File: src/rtl/cnv_port_pkg.sv
package cnv_port_pkg;
  localparam int unsigned BYTE_W  = 8;
  localparam int unsigned WORD_W  = 2 * BYTE_W;
  localparam int unsigned PAY_W   = 14;
  localparam int unsigned RES_W   = 12;
  localparam int unsigned BUS_W   = 12;
  localparam int unsigned RSV_LO  = 10;
  // control field positions decoded by neighbours
  localparam int unsigned CF_STCAL = 0;
  localparam int unsigned CF_CSEL  = 1;
  localparam int unsigned CF_RSEL  = 6;

  typedef enum logic [1:0] {
    DST_NONE = 2'b00,
    DST_TEST = 2'b01,
    DST_CAL  = 2'b10,
    DST_CTRL = 2'b11
  } dst_e;

  typedef enum logic [1:0] {
    SRC_CONV = 2'b00,
    SRC_TEST = 2'b01,
    SRC_CAL  = 2'b10,
    SRC_STAT = 2'b11
  } src_e;
endpackage

File: src/rtl/cnv_byte_pair.sv
module cnv_byte_pair #(
  parameter int unsigned BYTE_W = cnv_port_pkg::BYTE_W,
  localparam int unsigned WORD_W = 2 * BYTE_W
) (
  input  logic              clk_i,
  input  logic              rst_ni,
  input  logic              cs_ni,
  input  logic              wr_ni,
  input  logic              hben_i,
  input  logic [BYTE_W-1:0] dat_i,
  output logic              word_vld_o,
  output logic [WORD_W-1:0] word_o
);
  logic              wr_act, wr_act_q, wr_stb, pend_q;
  logic [BYTE_W-1:0] lo_q;

  assign wr_act = ~cs_ni & ~wr_ni;
  assign wr_stb = wr_act & ~wr_act_q;

  always_ff @(posedge clk_i or negedge rst_ni) begin
    if (!rst_ni) begin
      wr_act_q <= 1'b0;
      pend_q   <= 1'b0;
      lo_q     <= '0;
    end else begin
      wr_act_q <= wr_act;
      if (cs_ni) begin
        pend_q <= 1'b0;
      end else if (wr_stb) begin
        if (!hben_i) begin
          lo_q   <= dat_i;
          pend_q <= 1'b1;
        end else begin
          pend_q <= 1'b0;
        end
      end
    end
  end

  // orphan high byte never completes a word
  assign word_vld_o = wr_stb & hben_i & pend_q;
  assign word_o     = {dat_i, lo_q};
endmodule

File: src/rtl/cnv_reg_bank.sv
module cnv_reg_bank
  import cnv_port_pkg::*;
#(
  parameter int unsigned WORD_W = cnv_port_pkg::WORD_W,
  parameter int unsigned PAY_W  = cnv_port_pkg::PAY_W,
  parameter int unsigned RSV_LO = cnv_port_pkg::RSV_LO
) (
  input  logic             clk_i,
  input  logic             rst_ni,
  input  logic             word_vld_i,
  input  logic [WORD_W-1:0] word_i,
  output logic [PAY_W-1:0] ctrl_o,
  output logic [PAY_W-1:0] test_o,
  output logic [1:0]       cal_sel_o,
  output logic             cal_wr_o,
  output logic [PAY_W-1:0] cal_wdata_o
);
  dst_e             dst;
  logic [PAY_W-1:0] pay, ctrl_d;
  logic [PAY_W-1:0] ctrl_q, test_q, cal_wdata_q;
  logic             cal_wr_q;

  assign dst = dst_e'(word_i[WORD_W-1 -: 2]);
  assign pay = word_i[PAY_W-1:0];

  always_comb begin
    ctrl_d = pay;
    ctrl_d[PAY_W-1:RSV_LO] = '0;
  end

  always_ff @(posedge clk_i or negedge rst_ni) begin
    if (!rst_ni) begin
      ctrl_q      <= '0;
      test_q      <= '0;
      cal_wr_q    <= 1'b0;
      cal_wdata_q <= '0;
    end else begin
      cal_wr_q <= 1'b0;
      if (word_vld_i) begin
        unique case (dst)
          DST_CTRL: ctrl_q <= ctrl_d;
          DST_TEST: test_q <= pay;
          DST_CAL: begin
            // pointer only valid while no calibration is requested
            cal_wr_q    <= ~ctrl_q[CF_STCAL];
            cal_wdata_q <= pay;
          end
          default: ;
        endcase
      end
    end
  end

  assign ctrl_o      = ctrl_q;
  assign test_o      = test_q;
  assign cal_sel_o   = ctrl_q[CF_CSEL +: 2];
  assign cal_wr_o    = cal_wr_q;
  assign cal_wdata_o = cal_wdata_q;
endmodule

File: src/rtl/cnv_read_mux.sv
module cnv_read_mux
  import cnv_port_pkg::*;
#(
  parameter int unsigned BYTE_W = cnv_port_pkg::BYTE_W,
  parameter int unsigned PAY_W  = cnv_port_pkg::PAY_W,
  parameter int unsigned RES_W  = cnv_port_pkg::RES_W,
  parameter int unsigned BUS_W  = cnv_port_pkg::BUS_W,
  localparam int unsigned WORD_W = 2 * BYTE_W
) (
  input  logic              clk_i,
  input  logic              rst_ni,
  input  logic              cs_ni,
  input  logic              rd_ni,
  input  logic              hben_i,
  input  logic [1:0]        src_i,
  input  logic [RES_W-1:0]  conv_result_i,
  input  logic [PAY_W-1:0]  test_i,
  input  logic [WORD_W-1:0] status_i,
  input  logic [WORD_W-1:0] cal_rdata_i,
  output logic [BUS_W-1:0]  dat_o,
  output logic              dat_oe_o
);
  src_e              src;
  logic              rd_act, rd_act_q, rd_stb;
  logic [WORD_W-1:0] word, snap_q;

  assign src    = src_e'(src_i);
  assign rd_act = ~cs_ni & ~rd_ni;
  assign rd_stb = rd_act & ~rd_act_q;

  always_comb begin
    unique case (src)
      SRC_CONV: word = WORD_W'(conv_result_i);
      SRC_TEST: word = WORD_W'(test_i);
      SRC_CAL:  word = cal_rdata_i;
      default:  word = status_i;
    endcase
  end

  always_ff @(posedge clk_i or negedge rst_ni) begin
    if (!rst_ni) begin
      rd_act_q <= 1'b0;
      snap_q   <= '0;
    end else begin
      rd_act_q <= rd_act;
      if (rd_stb && !hben_i && src == SRC_CAL) snap_q <= cal_rdata_i;
    end
  end

  always_comb begin
    if (!rd_act) begin
      dat_o = '0;
    end else if (hben_i) begin
      dat_o = (src == SRC_CAL) ? BUS_W'(snap_q[WORD_W-1 -: BYTE_W])
                               : BUS_W'(word[WORD_W-1 -: BYTE_W]);
    end else begin
      dat_o = (src == SRC_CAL) ? BUS_W'(cal_rdata_i[BYTE_W-1:0])
                               : word[BUS_W-1:0];
    end
  end

  assign dat_oe_o = rd_act;
endmodule

File: src/rtl/cnv_host_port.sv
module cnv_host_port
  import cnv_port_pkg::*;
#(
  parameter int unsigned P_BYTE_W = cnv_port_pkg::BYTE_W,
  parameter int unsigned P_PAY_W  = cnv_port_pkg::PAY_W,
  parameter int unsigned P_RES_W  = cnv_port_pkg::RES_W,
  parameter int unsigned P_BUS_W  = cnv_port_pkg::BUS_W,
  parameter int unsigned P_RSV_LO = cnv_port_pkg::RSV_LO,
  localparam int unsigned P_WORD_W = 2 * P_BYTE_W
) (
  input  logic                clk_i,
  input  logic                rst_ni,
  input  logic                cs_ni,
  input  logic                rd_ni,
  input  logic                wr_ni,
  input  logic                hben_i,
  input  logic [P_BYTE_W-1:0] dat_i,
  output logic [P_BUS_W-1:0]  dat_o,
  output logic                dat_oe_o,
  input  logic [P_RES_W-1:0]  conv_result_i,
  input  logic [P_WORD_W-1:0] status_i,
  input  logic [P_WORD_W-1:0] cal_rdata_i,
  output logic [P_PAY_W-1:0]  ctrl_o,
  output logic [P_PAY_W-1:0]  test_o,
  output logic [1:0]          cal_sel_o,
  output logic                cal_wr_o,
  output logic [P_PAY_W-1:0]  cal_wdata_o
);
  logic                word_vld;
  logic [P_WORD_W-1:0] word;

  cnv_byte_pair #(.BYTE_W(P_BYTE_W)) u_pair (
    .clk_i, .rst_ni, .cs_ni, .wr_ni, .hben_i, .dat_i,
    .word_vld_o(word_vld), .word_o(word)
  );

  cnv_reg_bank #(.WORD_W(P_WORD_W), .PAY_W(P_PAY_W), .RSV_LO(P_RSV_LO)) u_bank (
    .clk_i, .rst_ni, .word_vld_i(word_vld), .word_i(word),
    .ctrl_o, .test_o, .cal_sel_o, .cal_wr_o, .cal_wdata_o
  );

  cnv_read_mux #(
    .BYTE_W(P_BYTE_W), .PAY_W(P_PAY_W), .RES_W(P_RES_W), .BUS_W(P_BUS_W)
  ) u_rmux (
    .clk_i, .rst_ni, .cs_ni, .rd_ni, .hben_i,
    .src_i(ctrl_o[CF_RSEL +: 2]),
    .conv_result_i, .test_i(test_o), .status_i, .cal_rdata_i,
    .dat_o, .dat_oe_o
  );
endmodule

File: config.mk
export PLATFORM = sky130hd
export DESIGN_NAME = cnv_host_port
export DESIGN_NICKNAME = d
export VERILOG_FILES = /design/src/rtl/cnv_port_pkg.sv /design/src/rtl/cnv_byte_pair.sv /design/src/rtl/cnv_reg_bank.sv /design/src/rtl/cnv_read_mux.sv /design/src/rtl/cnv_host_port.sv
export SDC_FILE = /design/constraint.sdc
export NUM_CORES = 1
export LEC_CHECK = 0
export BUFFER_PORTS_ARGS = -buffer_cell sky130_fd_sc_hd__buf_2
export CORE_ASPECT_RATIO = 0.8
export CORE_UTILIZATION = 49
export CTS_CLUSTER_SIZE = 30
export DETAILED_ROUTE_END_ITERATION = 8
export PLACE_DENSITY_LB_ADDON = 0.3
export SLEW_MARGIN = 10
export SYNTH_ARGS = -nofsm -noshare
export SYNTH_HDL_FRONTEND = slang
export SYNTH_HIERARCHICAL = 1
export SYNTH_SLANG_ARGS = --single-unit
export TNS_END_PERCENT = 1
File: constraint.sdc
create_clock -name clk_i -period 1.9 [get_ports clk_i]
set_input_delay 0.095 -clock clk_i [delete_from_list [all_inputs] [get_ports clk_i]]
set_output_delay 0.095 -clock clk_i [all_outputs]
set_load 0.01 [all_outputs]
Word-level counts from Yosys, hierarchy flattened
Cells that the tools add are included.

cells by class
  eq/ne operators = 5
  mux-type cells = 10
  bitwise gates (word level) = 13
  reductions and logical operators = 9

operators by type and width
  kind                                            count
  two-way mux 12 bit                              3
  case mux 16 bit (2 select lines)                1
  two-way mux 8 bit                               1
  inverter 1 bit                                  7
  AND 1 bit                                       6
  == test 2 bit (second input constant)           3
  AND reduction 2 bit                             3
  two-way mux 1 bit                               5
  == test 2 x 1 -> 1 bit (second input constant)  2
  AND reduction 3 bit                             1
  logical AND 1 bit                               2
  zero test 2 bit                                 1
  nonzero test 2 bit                              1
  zero test 1 bit                                 1

storage, ports and cells
  flip-flop bits (word level) = 66
  bits of input ports = 58
  output and inout bits = 58
  word-level logic and storage cells = 46

Logic depth before layout (Yosys ltp)
Gate-level depths: netlist (run 1).

  depth in word-level cells = 6
  mapped depth = 6
  depth with buffers taken out = 4

Modules after synthesis
The synthesis (run 1) kept the hierarchy.

by module, submodules not included
  module         instances  cells each  area an instance (um^2)  seq. area each (um^2)
  cnv_reg_bank   1          90          1,562.7                  975.9
  cnv_read_mux   1          96          965.9                    225.2
  cnv_byte_pair  1          32          452.9                    250.2

Worst setup path after synthesis (run 1)
Ideal clock, no wire load.

  kind = flip-flop to flip-flop
  start = reg u_pair.wr_act_q
  end = reg u_bank.cal_wdata_q[10] (netlist: u_bank/cal_wdata_o[10])
  library setup time = 0.125 ns
  arrival = 1.384 ns
  data required time = 1.775 ns
  slack = 0.391 ns
  stages on the path, launching flop included = 5
  path buffers = 1
  clock period less this slack = 1.509 ns
  cells stage by stage = dfrtp_1 -> and4b_1 -> nand3b_4 -> buf_6 -> mux2_4

between the ends
  cells in the longest elaborated chain, start to end = 5

RTL lines
  item                                  line                 RTL
  from (decl)                           cnv_byte_pair.sv:14  logic wr_act, wr_act_q, wr_stb, pend_q;
  from (signal assigned)                cnv_byte_pair.sv:26  wr_act_q <= wr_act;
  inverter 1 bit                        cnv_byte_pair.sv:18  assign wr_stb = wr_act & ~wr_act_q;
  AND 1 bit                             cnv_byte_pair.sv:18
  AND 1 bit (2 in series)               cnv_byte_pair.sv:41  assign word_vld_o = wr_stb & hben_i & pend_q;
  named net word_vld                    cnv_host_port.sv:29  logic word_vld;
  AND reduction 2 bit (no source line)  n/a
  to (signal assigned)                  cnv_reg_bank.sv:46   cal_wdata_q <= pay;
  to (decl)                             cnv_reg_bank.sv:20   logic [PAY_W-1:0] ctrl_q, test_q, cal_wdata_q;

The timed path passes the listed nets, and every way through them passes these cells.
A chain may end at the register's enable or synchronous reset.

Final worst setup path (run 1)
  start = reg u_bank.ctrl_q[6] (netlist: u_bank/ctrl_o[6])
  end = out dat_o[0]

between the ends
  cells in the longest elaborated chain, start to end = 5
  elaborated cells between the ends (all ways) = 8
  those cells by class = 2 x eq/ne; 5 x mux; 1 x reduce/logical

RTL lines
  item                                                       line                                    RTL
  from (decl)                                                cnv_reg_bank.sv:20
  from (signal assigned)                                     cnv_reg_bank.sv:41                      DST_CTRL: ctrl_q <= ctrl_d;
  == test 2 x 1 -> 1 bit or zero test 2 bit (tied branches)  cnv_read_mux.sv:32                      unique case (src)
  case mux 16 bit (2 select lines)                           cnv_read_mux.sv:32
  two-way mux 12 bit or two-way mux 8 bit (tied branches)    cnv_read_mux.sv:57, cnv_read_mux.sv:54
  two-way mux 12 bit *                                       cnv_read_mux.sv:53                      end else if (hben_i) begin
  two-way mux 12 bit *                                       cnv_read_mux.sv:51                      if (!rd_act) begin
  to (decl)                                                  cnv_host_port.sv:18                     output logic [P_BUS_W-1:0] dat_o,

Every way passes the cells marked *; elsewhere a longest branch is shown, timed or not.

==> impl_metrics.toml, run 1 <==
[status]
status = "finished, final reports clean"

[timing]
clock_skew_ns = 0.00502
min_period_ns = 1.87
grt_setup_unrepaired = "yes"
setup_viol = 0
hold_viol = 0
post-route-period-util = 0.982
slew_violations = 0
max_freq_mhz = 536
whs_ns = 0.0248
maxSlewHeadroom = 0.664
tightest_slew_ns = 0.504

[power]
power.total_w = 0.00328
p_per_area_nw_per_um2 = 832
p_leak_nw = 2.10
ir_worst_vdd_uv = 473

[synthesis]
synth.top_cell.area_share = 0.487
async_flop_share = 1.00
yosysSeqAreaShare = 0.487
ys_types = 34
synth_area_um2 = 2980
synth_top_cells_by_area = "dfrtp_1 (49%), mux2_2 (17%), mux2_4 (5.0%)"
yosys_warnings = 6
synth_top_area_cell = "dfrtp_1"
postSynthCellCount = 218
synth_edf_count = 0
synth_most_common_cell = "dfrtp_1"
avgSynthCellArea_um2 = 13.7
ys.flop_type = "dfrtp_1"
ys_ff_latch = 58
synthTopCellsByCount = "dfrtp_1 (58), mux2_2 (46), mux2i_1 (15)"

[clock_tree]
cts.sinks = 58
root_buffer = "clkbuf_8"
insertion_delay_ns = 0.33
cts_tree = "yes"
htreeDepth = 3
cts_buffer_depth = 2
cts.clk_slew.worst_paths_ns = 0.06
numCtsBuffers = 9

[routing]
totalWireLength_mm = 7.12
drt_pass1_iterations = 4
first_iter_violations = 63
drc_errors = 0
wl_met2_mm = 3.31
wl_per_cell_um = 16.7
via_count = 2183
viasPerCell = 5.12
antenna_left = 0
met1_length_mm = 3.34
wl_met3_um = 433
top_layer_used = "met4"

[cells_and_area]
fin_util = 0.670
nFillCells = 469
multi_input_area_um2 = 1360
layout-drive-gt1-share = 0.609
nets = 398
antennaDiodeCount = 0
regArea_um2 = 1450
area_delta_synth_final_pct = 32.1

[setup_path]
path_depth = 6
worstPathCellList = "buf_4 -> buf_12 -> mux2i_4 -> a22oi_1 -> and3_1 -> buf_2"
slowest_stage = "dfrtp_1"
r2r_cells = 3
end_kind = "output pin"
critPathRequiredTime_ns = 1.80
critPathMaxFanout = 7
critPathArrivalTime_ns = 1.77
slowest_delay_ns = 0.42
worst-setup-path-type = "flip-flop to output pin"
critPathTopFamily = "buffers and inverters"
crit_buf_inv = 3
critical_path.startpoint_type = "flip-flop"

[die]
die_area_um2 = 6400
core_um2 = 5880
start_util = 0.507
row_count = 25
io-pin-count = 116
die_w_um = 89.2
die_h_um = 71.8

[placed_design]
dp.final_hpwl_mm = 4.99
gp_congestion = 0.723
portBuffers = 111

[grt]
grt_use_total = 0.224
grt_max_degree = 38
grt_pass1_wl_mm = 10.4
grt_pass1_vias = 2121
grt-ovfl-total = 0
antenna_found_initial = 0

[run]
maxCapViolCount = 0

[min_path]
hold_depth = 2
hp-class = "input port to flip-flop"
==> area by class of cell <==
cell class | instances | share of cell area
clock inverters | 5 | 0.0197
clock buffers | 11 | 0.0359
well taps | 81 | 0.0257
flip-flops and latches | 58 | 0.368
repair buffers | 131 | 0.201
multi-input cells | 136 | 0.346
inverters | 4 | 0.00381
==> per-layer routing <==
| metal | global-route usage | vias to the layer above |
|---|---|---|
| li1 | - | 1021 |
| met1 | 0.304 | 1073 |
| met2 | 0.354 | 85 |
| met3 | 0.0680 | 4 |
| met4 | 0.0582 | 0 |
| met5 | 0 | - |
==> kinds of logic after synthesis <==
group | count (synthesis) | synth area share
compound gates | 26 | 0.0550
buf+inv | 27 | 0.0713
flops | 58 | 0.487
mux | 75 | 0.305
other cells | 1 | 0.00126
simple gates | 31 | 0.0810
==> state kept, by name (all words and copies together), names as in the netlist <==
register,count
u_bank/test_o,14
u_pair/lo_q,8
u_pair/pend_q,1
u_bank/ctrl_o,10
u_rmux/snap_q,8
u_bank/cal_wr_o,1
u_rmux/rd_act_q,1
u_pair/wr_act_q,1
u_bank/cal_wdata_o,14
==> worst paths after layout <==
path	startpoint	to	slack, ns
hold reg to reg	u_bank/ctrl_o[0]$_DFFE_PN0P_	u_bank/cal_wr_o$_DFF_PN0_	0.45
hold / removal	cs_ni	u_pair/pend_q$_DFFE_PN0P_	0.02
min in group asynchronous	rst_ni	u_bank/cal_wdata_o[11]$_DFFE_PN0P_	0.26
setup / recovery	u_bank/ctrl_o[6]$_DFFE_PN0P_	dat_o[0]	0.03
setup reg to reg	u_pair/wr_act_q$_DFF_PN0_	u_bank/ctrl_o[6]$_DFFE_PN0P_	0.26
max in group asynchronous	rst_ni	u_bank/cal_wdata_o[8]$_DFFE_PN0P_	1.07
==> metrics by stage <==
step / setup slack (ns) / instances / instance area, um2 / setup TNS (ns)
detailed placement: 0.265 / 395 / 3510 / 0
CTS: 0.0303 / 422 / 3840 / 0
global placement: 0.305 / 395 / 3510 / 0
finish: 0.0339 / 426 / 3940 / 0
global route: -0.0314 / 426 / 3940 / -0.0952
floorplan: 0.391 / 221 / 2990 / 0
==> where the power goes <==
group | leakage, nW | internal, W | total (W) | switching (W)
sequential | 0.781 | 0.00135 | 0.00145 | 0.0000951
clock | 0.109 | 0.000770 | 0.00125 | 0.000477
combinational | 1.21 | 0.000319 | 0.000584 | 0.000265
==> worst reg2reg max path: cells and delay by family, from the launching register on <==
family	cells	cell delay (ns)
flip-flops	1	0.43
AND/OR/NAND/NOR	2	0.72
multiplexers	1	0.37
==> cells in the final DEF, fill, tap and decap left out, types with 3 or more instances in the layout <==
cell / netlist / routed
buf_2: 2 / 112
dfrtp_1: 58 / 58
mux2_2: 46 / 46
mux2i_1: 15 / 12
clkbuf_8: 0 / 10
dlygate4sd3_1: 0 / 10
mux2_4: 10 / 10
a21oi_1: 7 / 7
nand2_1: 7 / 7
a22oi_1: 7 / 7
buf_4: 14 / 4
conb_1: 1 / 4
a211oi_1: 4 / 4
mux4_2: 4 / 4
and3_1: 4 / 4
nor2_1: 3 / 3
nand2b_1: 3 / 3
a31oi_1: 3 / 3
==> timing repair <==
item / 4_1_cts / 5_1_grt
endpoints found under the hold margin: 30 / 0
hold buffers: 10 / 0
pin swaps: 0 / 2
resized for setup: 1 / 9
setup buffers: 1 / 1
endpoints found under the setup margin: 2 / 5
gates cloned: 0 / 3
(Power assumes the default switching activity.)
==> run 2, diff against run 1 <==
--- a/config.mk
+++ b/config.mk
@@ -11,6 +11,7 @@
 export CTS_CLUSTER_SIZE = 30
 export DETAILED_ROUTE_END_ITERATION = 8
 export PLACE_DENSITY_LB_ADDON = 0.3
+export RECOVER_POWER = 50
 export SLEW_MARGIN = 10
 export SYNTH_ARGS = -nofsm -noshare
 export SYNTH_HDL_FRONTEND = slang
==> run 2 against run 1 <==
Net effect: maximum frequency is essentially flat; routed wire length up 0.20%; setup slack got worse by 0.0015 ns; final cell count did not move; highest routed layer unchanged.
==> impl_metrics.toml, run 2 (same netlist as run 1, synthesis figures left out) <==
[min_path]
min_delay_worst_endpoint = "u_bank/cal_wdata_o[13]$_DFFE_PN0P_"
hold_depth = 2
hp-class = "input port to flip-flop"
hp-start = "dat_i[5]"

[clock_tree]
cts_buffer_depth = 2
root_buffer = "clkbuf_8"
htreeDepth = 3
cts.clk_slew.worst_paths_ns = 0.07
cts.sinks = 58
cts_tree = "yes"
numCtsBuffers = 9
insertion_delay_ns = 0.33

[die]
die_area_um2 = 6400
row_count = 25
start_util = 0.507
die_h_um = 71.8
die_w_um = 89.2
core_um2 = 5880
io-pin-count = 116

[timing]
maxSlewHeadroom = 0.196
tightest_slew_ns = 1.21
post-route-period-util = 0.983
hold_viol = 0
setup_viol = 0
min_period_ns = 1.87
slew_violations = 0
max_freq_mhz = 535
grt_setup_unrepaired = "yes"
clock_skew_ns = 0.00525
setup_slack_ns = 0.0324
fin_tns_setup_ns = 0

[cells_and_area]
final_common_cell = "buf_2"
fin_util = 0.665
antennaDiodeCount = 0
final_cells = 426
area_delta_synth_final_pct = 31.1
nFillCells = 475
multi_input_area_um2 = 1360
regArea_um2 = 1450
layout-drive-gt1-share = 0.536
final_cell_mix = "buf_2 (87), dfrtp_1 (58), mux2_2 (46), clkbuf_1 (26), mux2i_1 (12)"
nets = 398

[power]
p_int_w = 0.00243
ir_worst_vdd_uv = 475
p_per_area_nw_per_um2 = 838
switchingPower_w = 0.000841
sw_frac_of_total = 0.257
p_leak_nw = 2.00
p_clk_frac = 0.382
pwr-share-seq = 0.443
power_frac_comb = 0.175

[setup_path]
critical_path.startpoint_type = "flip-flop"
critPathRequiredTime_ns = 1.80
r2r_start = "u_pair/wr_act_q$_DFF_PN0_"
critPathMaxFanout = 7
r2r_cells = 3
end_kind = "output pin"
r2r-end = "u_bank/ctrl_o[6]$_DFFE_PN0P_"
critPathArrivalTime_ns = 1.77
worst-setup-path-type = "flip-flop to output pin"
ff2ff_setup_slack_ns = 0.26

[grt]
grt-ovfl-total = 0
grt_max_degree = 38
antenna_found_initial = 0
grt_pass1_vias = 2121
grt_pass1_wl_mm = 10.4
grt_use_total = 0.224

[routing]
drt_pass1_iterations = 4
totalWireLength_mm = 7.13
via_count = 2175
antenna_left = 0
first_iter_violations = 66
drc_errors = 0
viasPerCell = 5.11
wl_per_cell_um = 16.7

[placed_design]
gp_congestion = 0.723
dp.cells = 395
portBuffers = 111
dp.final_hpwl_mm = 4.99
place_ws_ns = 0.265

[status]
status = "finished, final reports clean"

[run]
maxCapViolCount = 0
run 2: cell count changes in the layout (fill, tap and decap cells not counted):
| cell | delta |
|---|---|
| buf_2 | -25 |
| clkbuf_1 | +25 |
run 2: timing repair:
action | 4_1_cts | 5_1_grt
setup endpoints to repair | 2 | 5
resized for setup | 1 | 9
hold endpoints to repair | 30 | 0
cloned | 0 | 3
setup buffers | 1 | 1
pin swaps | 0 | 2
hold buffers | 10 | 0
run 2: final cells by class:
| type | instances | share of cell area |
|---|---|---|
| repair buffers | 131 | 0.195 |
| flip-flops and latches | 58 | 0.371 |
| inverters | 4 | 0.00384 |
| clock inverters | 5 | 0.0198 |
| multi-input cells | 136 | 0.348 |
| clock buffers | 11 | 0.0362 |
| well taps | 81 | 0.0259 |
run 2: through the flow:
step	hold WS, ns	total power [W]	instance area, um2
5_1_grt	0.00819	0.00342	3910
4_1_cts	0.00714	0.00328	3840
6_report	0.0294	0.00327	3910
3_5_place_dp	0.0884	0.00200	3510
3_3_place_gp	0.0914	0.00198	3510
2_1_floorplan	-0.201	0.00178	2990
run 2: critical path, cell delays in order, from the launching register on:
cell     delay (ns)
dfrtp_1        0.42
buf_4          0.19
buf_12         0.15
mux2i_4        0.18
a22oi_1        0.19
and3_1         0.18
buf_2          0.13
run 2: worst max path at each step:
| stage | start | to | slack [ns] |
|---|---|---|---|
| after floorplan | u_pair/wr_act_q$_DFF_PN0_ | u_bank/cal_wdata_o[10]$_DFFE_PN0P_ | 0.39 |
| after global placement | u_pair/wr_act_q$_DFF_PN0_ | u_bank/ctrl_o[5]$_DFFE_PN0P_ | 0.31 |
| after detailed placement | u_pair/wr_act_q$_DFF_PN0_ | u_bank/ctrl_o[6]$_DFFE_PN0P_ | 0.27 |
| after CTS | u_bank/ctrl_o[6]$_DFFE_PN0P_ | dat_o[4] | 0.03 |
| after global routing | u_bank/ctrl_o[6]$_DFFE_PN0P_ | dat_o[3] | -0.03 |
| final | u_bank/ctrl_o[6]$_DFFE_PN0P_ | dat_o[0] | 0.03 |
run 2: power by group through the flow:
| stage | combinational [W] | sequential (W) | clock [W] |
|---|---|---|---|
| final | 0.000574 | 0.00145 | 0.00125 |
| after global routing | 0.000622 | 0.00147 | 0.00133 |
| after CTS | 0.000550 | 0.00145 | 0.00128 |
| after detailed placement | 0.000527 | 0.00147 | 0 |
| after floorplan | 0.000309 | 0.00147 | 0 |
| after global placement | 0.000514 | 0.00147 | 0 |
run 2: per-layer routing:
layer / vias to the layer above / global-route usage / wire length (um)
li1: 1020 / - / -
met1: 1063 / 0.304 / 3340
met2: 88 / 0.354 / 3330
met3: 4 / 0.0680 / 419
met4: 0 / 0.0582 / 36
met5: - / 0 / 0
